[config.mk]
export PLATFORM = sky130hd
export DESIGN_NAME = step_sequencer
export DESIGN_NICKNAME = d
export VERILOG_FILES = /design/src/rtl/seqr_pkg.sv /design/src/rtl/seqr_step_table.sv /design/src/rtl/seqr_vec_counter.sv /design/src/rtl/seqr_ctrl.sv /design/src/rtl/step_sequencer.sv
export SDC_FILE = /design/constraint.sdc
export NUM_CORES = 1
export LEC_CHECK = 0
export BUFFER_PORTS_ARGS = -buffer_cell sky130_fd_sc_hd__clkbuf_2
export CORE_MARGIN = 2
export CORE_UTILIZATION = 59
export CTS_CLUSTER_SIZE = 16
export DETAILED_ROUTE_END_ITERATION = 8
export PLACE_DENSITY = 0.73
export SLEW_MARGIN = 20
export SYNTH_ARGS = -nofsm -noshare
export SYNTH_HDL_FRONTEND = slang
export SYNTH_SLANG_ARGS = --single-unit
[constraint.sdc]
create_clock -name clk -period 5.4 [get_ports clk]
set_clock_uncertainty 0.1 [all_clocks]
set_input_delay 1.08 -clock clk [delete_from_list [all_inputs] [get_ports clk]]
set_output_delay 1.08 -clock clk [all_outputs]
set_load 0.05 [all_outputs]
[src/rtl/seqr_pkg.sv]
package seqr_pkg;
  localparam int STEP_AW = 4;
  localparam int VA_W    = 8;
  localparam int RA_W    = 10;
  localparam int VC_W    = 4;
  localparam int CPV_W   = 3;
  localparam int PER_W   = 8;
  localparam int TIM_W   = 6;
  localparam int LC_W    = 4;
  localparam int TRIG_N  = 4;
  localparam int TS_W    = $clog2(TRIG_N);
  localparam int EC_W    = 8;
  localparam int DEPTH   = 1 << STEP_AW;

  typedef enum logic [2:0] {
    OP_NEXT  = 3'd0,
    OP_JUMP  = 3'd1,
    OP_JERR  = 3'd2,
    OP_LOOP  = 3'd3,
    OP_HALT  = 3'd4,
    OP_JTRIG = 3'd5,
    OP_HERR  = 3'd6
  } op_e;

  typedef struct packed {
    op_e                op;
    logic [STEP_AW-1:0] target;
    logic [LC_W-1:0]    loop_n;
    logic [TS_W-1:0]    trig_sel;
    logic               rec_mode;
    logic [CPV_W-1:0]   cpv_m1;
    logic [VC_W-1:0]    vcnt_m1;
    logic [VA_W-1:0]    vbase;
    logic [PER_W-1:0]   period;
    logic [TIM_W-1:0]   phase;
    logic [TIM_W-1:0]   window;
  } step_t;

  localparam int STEP_W = $bits(step_t);
endpackage

[src/rtl/seqr_step_table.sv]
module seqr_step_table
  import seqr_pkg::*;
(
  input  logic               clk,
  input  logic               we,
  input  logic [STEP_AW-1:0] waddr,
  input  step_t              wdata,
  input  logic [STEP_AW-1:0] raddr,
  input  logic [STEP_AW-1:0] naddr,
  output step_t              rd,
  output logic [VA_W-1:0]    nbase
);
  step_t mem [DEPTH];

  always_ff @(posedge clk) begin
    if (we) mem[waddr] <= wdata;
  end

  assign rd    = mem[raddr];
  assign nbase = mem[naddr].vbase;
endmodule

[src/rtl/seqr_vec_counter.sv]
module seqr_vec_counter
  import seqr_pkg::*;
(
  input  logic             clk,
  input  logic             rst_n,
  input  logic             adv,
  input  logic             clr,
  input  logic             enter,
  input  logic [VA_W-1:0]  enter_base,
  input  logic [CPV_W-1:0] cpv_m1,
  input  logic [VC_W-1:0]  vcnt_m1,
  output logic [VA_W-1:0]  vec_addr,
  output logic [RA_W-1:0]  rec_addr,
  output logic             step_done
);
  logic [CPV_W-1:0] cc_q, cc_d;
  logic [VC_W-1:0]  vi_q, vi_d;
  logic [VA_W-1:0]  va_d;
  logic [RA_W-1:0]  ra_d;
  logic             cpv_last, vec_last, vdone;

  always_comb begin
    cpv_last  = (cc_q == cpv_m1);
    vec_last  = (vi_q == vcnt_m1);
    vdone     = adv & cpv_last;
    step_done = vdone & vec_last;
    cc_d = cc_q;
    vi_d = vi_q;
    va_d = vec_addr;
    if (enter) begin
      cc_d = '0;
      vi_d = '0;
      va_d = enter_base;
    end else if (adv) begin
      if (cpv_last) begin
        cc_d = '0;
        if (!vec_last) begin
          vi_d = vi_q + 1'b1;
          va_d = vec_addr + 1'b1;
        end
      end else begin
        cc_d = cc_q + 1'b1;
      end
    end
    ra_d = rec_addr;
    if (clr)        ra_d = '0;
    else if (vdone) ra_d = rec_addr + 1'b1;
  end

  always_ff @(posedge clk or negedge rst_n) begin
    if (!rst_n) begin
      cc_q     <= '0;
      vi_q     <= '0;
      vec_addr <= '0;
      rec_addr <= '0;
    end else begin
      cc_q     <= cc_d;
      vi_q     <= vi_d;
      vec_addr <= va_d;
      rec_addr <= ra_d;
    end
  end

  assert_hold_vector_R4: assert property (@(posedge clk) disable iff (!rst_n)
    (adv && !cpv_last && !enter) |=> $stable(vec_addr));

  assert_vector_advance_R5: assert property (@(posedge clk) disable iff (!rst_n)
    (adv && cpv_last && !vec_last && !enter) |=> (vec_addr == VA_W'($past(vec_addr) + 1'b1)));

  assert_record_advance_R6: assert property (@(posedge clk) disable iff (!rst_n)
    (adv && cpv_last && !clr) |=> (rec_addr == RA_W'($past(rec_addr) + 1'b1)));

  assert_idle_frozen_R4: assert property (@(posedge clk) disable iff (!rst_n)
    (!adv && !enter && !clr) |=> ($stable(vec_addr) && $stable(rec_addr)));
endmodule

[src/rtl/seqr_ctrl.sv]
module seqr_ctrl
  import seqr_pkg::*;
(
  input  logic               clk,
  input  logic               rst_n,
  input  logic               start,
  input  logic               sys_en,
  input  logic               err_in,
  input  logic [TRIG_N-1:0]  trig_in,
  input  op_e                op,
  input  logic [STEP_AW-1:0] target,
  input  logic [LC_W-1:0]    loop_n,
  input  logic [TS_W-1:0]    trig_sel,
  input  logic               step_done,
  output logic               busy,
  output logic               launch,
  output logic               adv,
  output logic               enter,
  output logic [STEP_AW-1:0] cur_step,
  output logic [STEP_AW-1:0] nxt_step,
  output logic [EC_W-1:0]    err_count
);
  logic               err_seen, err_seen_d, err_now;
  logic               busy_d, jump, halt;
  logic               loop_act, loop_act_d;
  logic [LC_W-1:0]    loop_cnt, loop_cnt_d, loop_rem;
  logic [STEP_AW-1:0] step_d;
  logic [EC_W-1:0]    ec_d;

  always_comb begin
    adv      = busy & sys_en;
    launch   = start & ~busy;
    err_now  = err_seen | err_in;
    loop_rem = loop_act ? loop_cnt : loop_n;
    jump = 1'b0;
    halt = 1'b0;
    case (op)
      OP_JUMP:  jump = 1'b1;
      OP_JERR:  jump = err_now;
      OP_LOOP:  jump = (loop_rem != '0);
      OP_HALT:  halt = 1'b1;
      OP_JTRIG: jump = trig_in[trig_sel];
      OP_HERR:  halt = err_now;
      default:  jump = 1'b0;
    endcase
    enter    = launch | (step_done & ~halt);
    nxt_step = launch ? '0 : (jump ? target : cur_step + 1'b1);
    step_d   = enter ? nxt_step : cur_step;

    busy_d = busy;
    if (launch)                 busy_d = 1'b1;
    else if (step_done && halt) busy_d = 1'b0;

    err_seen_d = err_seen;
    if (enter)              err_seen_d = 1'b0;
    else if (adv && err_in) err_seen_d = 1'b1;

    ec_d = err_count;
    if (launch)                                  ec_d = '0;
    else if (adv && err_in && err_count != '1)   ec_d = err_count + 1'b1;

    loop_act_d = loop_act;
    loop_cnt_d = loop_cnt;
    if (launch) begin
      loop_act_d = 1'b0;
    end else if (step_done && op == OP_LOOP) begin
      loop_act_d = (loop_rem != '0);
      if (loop_rem != '0) loop_cnt_d = loop_rem - 1'b1;
    end
  end

  always_ff @(posedge clk or negedge rst_n) begin
    if (!rst_n) begin
      busy      <= 1'b0;
      cur_step  <= '0;
      err_seen  <= 1'b0;
      err_count <= '0;
      loop_act  <= 1'b0;
      loop_cnt  <= '0;
    end else begin
      busy      <= busy_d;
      cur_step  <= step_d;
      err_seen  <= err_seen_d;
      err_count <= ec_d;
      loop_act  <= loop_act_d;
      loop_cnt  <= loop_cnt_d;
    end
  end

  assert_start_at_zero_R3: assert property (@(posedge clk) disable iff (!rst_n)
    (start && !busy) |=> (busy && cur_step == '0 && err_count == '0));

  assert_no_enable_no_move_R4: assert property (@(posedge clk) disable iff (!rst_n)
    (busy && !sys_en) |=> (busy && $stable(cur_step) && $stable(err_count)));

  assert_halt_clears_busy_R10: assert property (@(posedge clk) disable iff (!rst_n)
    (step_done && op == OP_HALT) |=> !busy);

  assert_idle_frozen_R10: assert property (@(posedge clk) disable iff (!rst_n)
    (!busy && !start) |=> (!busy && $stable(cur_step) && $stable(err_count)));

  assert_err_count_monotonic_R13: assert property (@(posedge clk) disable iff (!rst_n)
    busy |=> (err_count >= $past(err_count)));
endmodule

[src/rtl/step_sequencer.sv]
module step_sequencer
  import seqr_pkg::*;
(
  input  logic               clk,
  input  logic               rst_n,
  input  logic               tbl_we,
  input  logic [STEP_AW-1:0] tbl_addr,
  input  logic [STEP_W-1:0]  tbl_wdata,
  input  logic               start,
  input  logic               sys_en,
  input  logic               err_in,
  input  logic [TRIG_N-1:0]  trig_in,
  output logic               busy,
  output logic [STEP_AW-1:0] step_idx,
  output logic [VA_W-1:0]    vec_addr,
  output logic [RA_W-1:0]    rec_addr,
  output logic               rec_mode,
  output logic [PER_W-1:0]   period,
  output logic [TIM_W-1:0]   phase,
  output logic [TIM_W-1:0]   window,
  output logic [EC_W-1:0]    err_count
);
  logic [1:0]         rst_pipe;
  logic               rst_n_s;
  logic               launch, adv, enter, step_done;
  logic [STEP_AW-1:0] nxt_step;
  logic [VA_W-1:0]    nbase;
  step_t              cur;

  always_ff @(posedge clk or negedge rst_n) begin
    if (!rst_n) rst_pipe <= '0;
    else        rst_pipe <= {rst_pipe[0], 1'b1};
  end
  assign rst_n_s = rst_pipe[1];

  seqr_step_table u_table (
    .clk   (clk),
    .we    (tbl_we),
    .waddr (tbl_addr),
    .wdata (step_t'(tbl_wdata)),
    .raddr (step_idx),
    .naddr (nxt_step),
    .rd    (cur),
    .nbase (nbase)
  );

  seqr_ctrl u_ctrl (
    .clk       (clk),
    .rst_n     (rst_n_s),
    .start     (start),
    .sys_en    (sys_en),
    .err_in    (err_in),
    .trig_in   (trig_in),
    .op        (cur.op),
    .target    (cur.target),
    .loop_n    (cur.loop_n),
    .trig_sel  (cur.trig_sel),
    .step_done (step_done),
    .busy      (busy),
    .launch    (launch),
    .adv       (adv),
    .enter     (enter),
    .cur_step  (step_idx),
    .nxt_step  (nxt_step),
    .err_count (err_count)
  );

  seqr_vec_counter u_vec (
    .clk        (clk),
    .rst_n      (rst_n_s),
    .adv        (adv),
    .clr        (launch),
    .enter      (enter),
    .enter_base (nbase),
    .cpv_m1     (cur.cpv_m1),
    .vcnt_m1    (cur.vcnt_m1),
    .vec_addr   (vec_addr),
    .rec_addr   (rec_addr),
    .step_done  (step_done)
  );

  assign rec_mode = cur.rec_mode;
  assign period   = cur.period;
  assign phase    = cur.phase;
  assign window   = cur.window;
endmodule

==> metrics.csv <==
metric;value;unit
ir_drop;0.474;mV
synth_cells;1633;
end_kind;output port;
setup_viol;0;
fillers;3529;
highest_layer;met5;
post_drt_wl_per_cell;28.3;µm
ys.warnings.count;0;
yosysMostFrequentCell;edfxtp_1;
timing.final.crit_share;0.960;
num_rows;86;
grt_pass1_wl;110000;µm
hold_buffers;0;
async_flop_share;0.0554;
ant_nets;0;
drv_cap;0;
ys_ff_latch;830;
dp_hpwl;40500;µm
insertion_delay;0.63;ns
ys_seq_area_frac;0.748;
worstSetupPathType;register to output port;
cts_tree;yes;
clk_path_buf_depth;3;
cp-start-kind;register;
track_usage;0.264;
wl_met1;30700;µm
power_density;550;mW/mm²
htreeDepth;3;
hold_path.class;input port to asynchronous set/reset pin;
nets;1869;
synth-edff-count;784;
die-area;0.0578;mm²
yosys-top-cells-count;784 x edfxtp_1, 185 x mux4_2, 59 x nor2_1;
drt-pass1-iter-count;5;
synth_area;0.0330;mm²
synth_top_area_share;0.713;
ys_types;81;
crit_fanout;71;
drive_gt1_frac;0.271;
status;completed;
worst_pin_slew;1.12;ns
multi_input_area;0.00790;mm²
path_clk_slew;0.06;ns
port_buffers;114;
rsz0062_at_grt;no;
dr.first_iter.drc_count;1737;
synthFlopType;edfxtp_1;
place.gp.congestion;0.867;
wl_met3;5460;µm
syn_area_per_cell;20.2;µm²
yosys.area.top_type;edfxtp_1;
area_growth;13.0;%
cts-buffers-inserted;82;
synth_nets;1704;
die_x;241;µm
drc;0;
max_freq;193;MHz
routed_wl;73900;µm
synth.area.top_cells;edfxtp_1 71%, mux4_2 13%, dfrtp_1 3.5%, mux2i_1 1.5%, xnor2_1 0.72%;
die_y;241;µm
grt_pass1_vias;17500;
start_util;0.598;
vias;17000;
finalHoldViolCount;0;
crit_required;4.22;ns
slew_violations;0;
final.setup.tns;0;ns
cts-resized-gates;0;
grt_max_degree;119;
regArea;0.0247;mm²
r2r_cells;13;
routed-wl-met2;36100;µm
relSlewSlack;0.253;
overflow;0;
p_leak;0.0121;µW
worst_slack;0.219;ns
vias_per_cell;6.49;
post-route-min-period;5.18;ns
cts.sinks;830;
io_pins;115;
core;0.0552;mm²
postCtsSetupBuffers;0;
arrival;4.00;ns
finish.utilization;0.675;
ctsRootBufferMaster;clkbuf_16;
pre_cts_ws;0.412;ns
antenna_found_initial;3;
## report_power, final
| part | switching (µW) | internal [µW] |
|---|---|---|
| Combinational | 4540 | 2810 |
| Clock | 2330 | 3250 |
| Sequential | 302 | 7290 |
| Total | 7170 | 13300 |
## cells by family (layout without fill, tap and decap cells)
family / count (synthesis) / in the layout / share of synthesized area
xor+xnor: 37 / 37 / 0.0100
simple gates: 229 / 229 / 0.0362
flops: 830 / 830 / 0.748
mux: 239 / 239 / 0.144
fa+ha+maj: 8 / 8 / 0.00303
buf+inv: 95 / 325 / 0.0158
other cells: 1 / 2 / 0.000114
compound gates: 194 / 194 / 0.0423
## layer usage
layer / vias up / GRT usage
met5: - / 0
met4: 6 / 0.0689
met3: 138 / 0.0470
met2: 722 / 0.422
met1: 8963 / 0.382
li1: 7130 / -
## cell type report
class                           instances  area share
Antenna cell                            1   0.0000671
Clock buffer                          103      0.0594
Clock inverter                         46      0.0113
Inverter                               11     0.00111
Multi-Input combinational cell        708       0.212
Sequential cell                       830       0.663
Tap cell                              748      0.0251
Timing Repair Buffer                  165      0.0281
## placed cells by master, fill, tap and decap left out, types with 7 or more instances in the layout
master,count
dfrtp_1,42
mux2i_1,48
edfxtp_1,784
inv_1,9
xor2_1,9
nor3_1,17
clkbuf_2,114
ha_1,8
nand3_1,23
nand4_1,11
buf_4,44
clkinv_1,23
clkbuf_1,16
mux4_2,185
o31ai_1,9
nor2b_1,7
bufinv_16,7
a211oi_1,12
xnor2_1,27
clkbuf_16,85
o21ai_0,27
a21oi_1,39
and3_1,7
or3_1,7
o211ai_1,10
a31oi_1,16
and2_1,11
nor2_4,12
nor2_1,47
nand2_1,44
o31a_1,8
o21a_1,13
a211o_1,15
clkinv_2,9
a221oi_1,7
## final timing paths
path,from,endpoint,slack [ns]
hold / removal,rst_n,rst_pipe[1],0.14
min in group clk,rst_pipe[0],rst_pipe[1],0.26
setup / recovery,u_ctrl.cur_step[1],phase[2],0.22
setup reg to reg,u_ctrl.cur_step[0],u_vec.vec_addr[7],0.37
max in group asynchronous,rst_pipe[1],u_ctrl.cur_step[1],4.39
hold reg to reg,rst_pipe[0],rst_pipe[1],0.26
## sequential cells by signal, summed over array words and instances, names as in the netlist
name	flops
u_ctrl.err_seen	1
u_vec.vec_addr	8
u_table.mem	784
u_ctrl.loop_cnt	4
u_ctrl.cur_step	4
u_ctrl.busy	1
rst_pipe	2
u_vec.vi_q	4
u_vec.cc_q	3
u_ctrl.err_count	8
u_ctrl.loop_act	1
u_vec.rec_addr	10
## metrics by stage
step                      area (µm²)  hold slack (ns)  cells  total power [µW]
final                          37300            0.137   2612             20500
after global routing           37300            0.115   2611             21400
after CTS                      37200            0.108   2610             20600
after detailed placement       34600            0.237   2461             15000
after global placement         34600            0.239   2461             14900
after floorplan                33000            0.231   1633             13200
## critical path, stage by stage, from the launching register on
cell and delay [ns]:
dfrtp_4 0.69, buf_4 0.89, buf_4 0.58, mux4_2 0.40
mux4_2 0.51, clkbuf_2 0.26
Note: power is estimated with default switching activity, not from simulation.
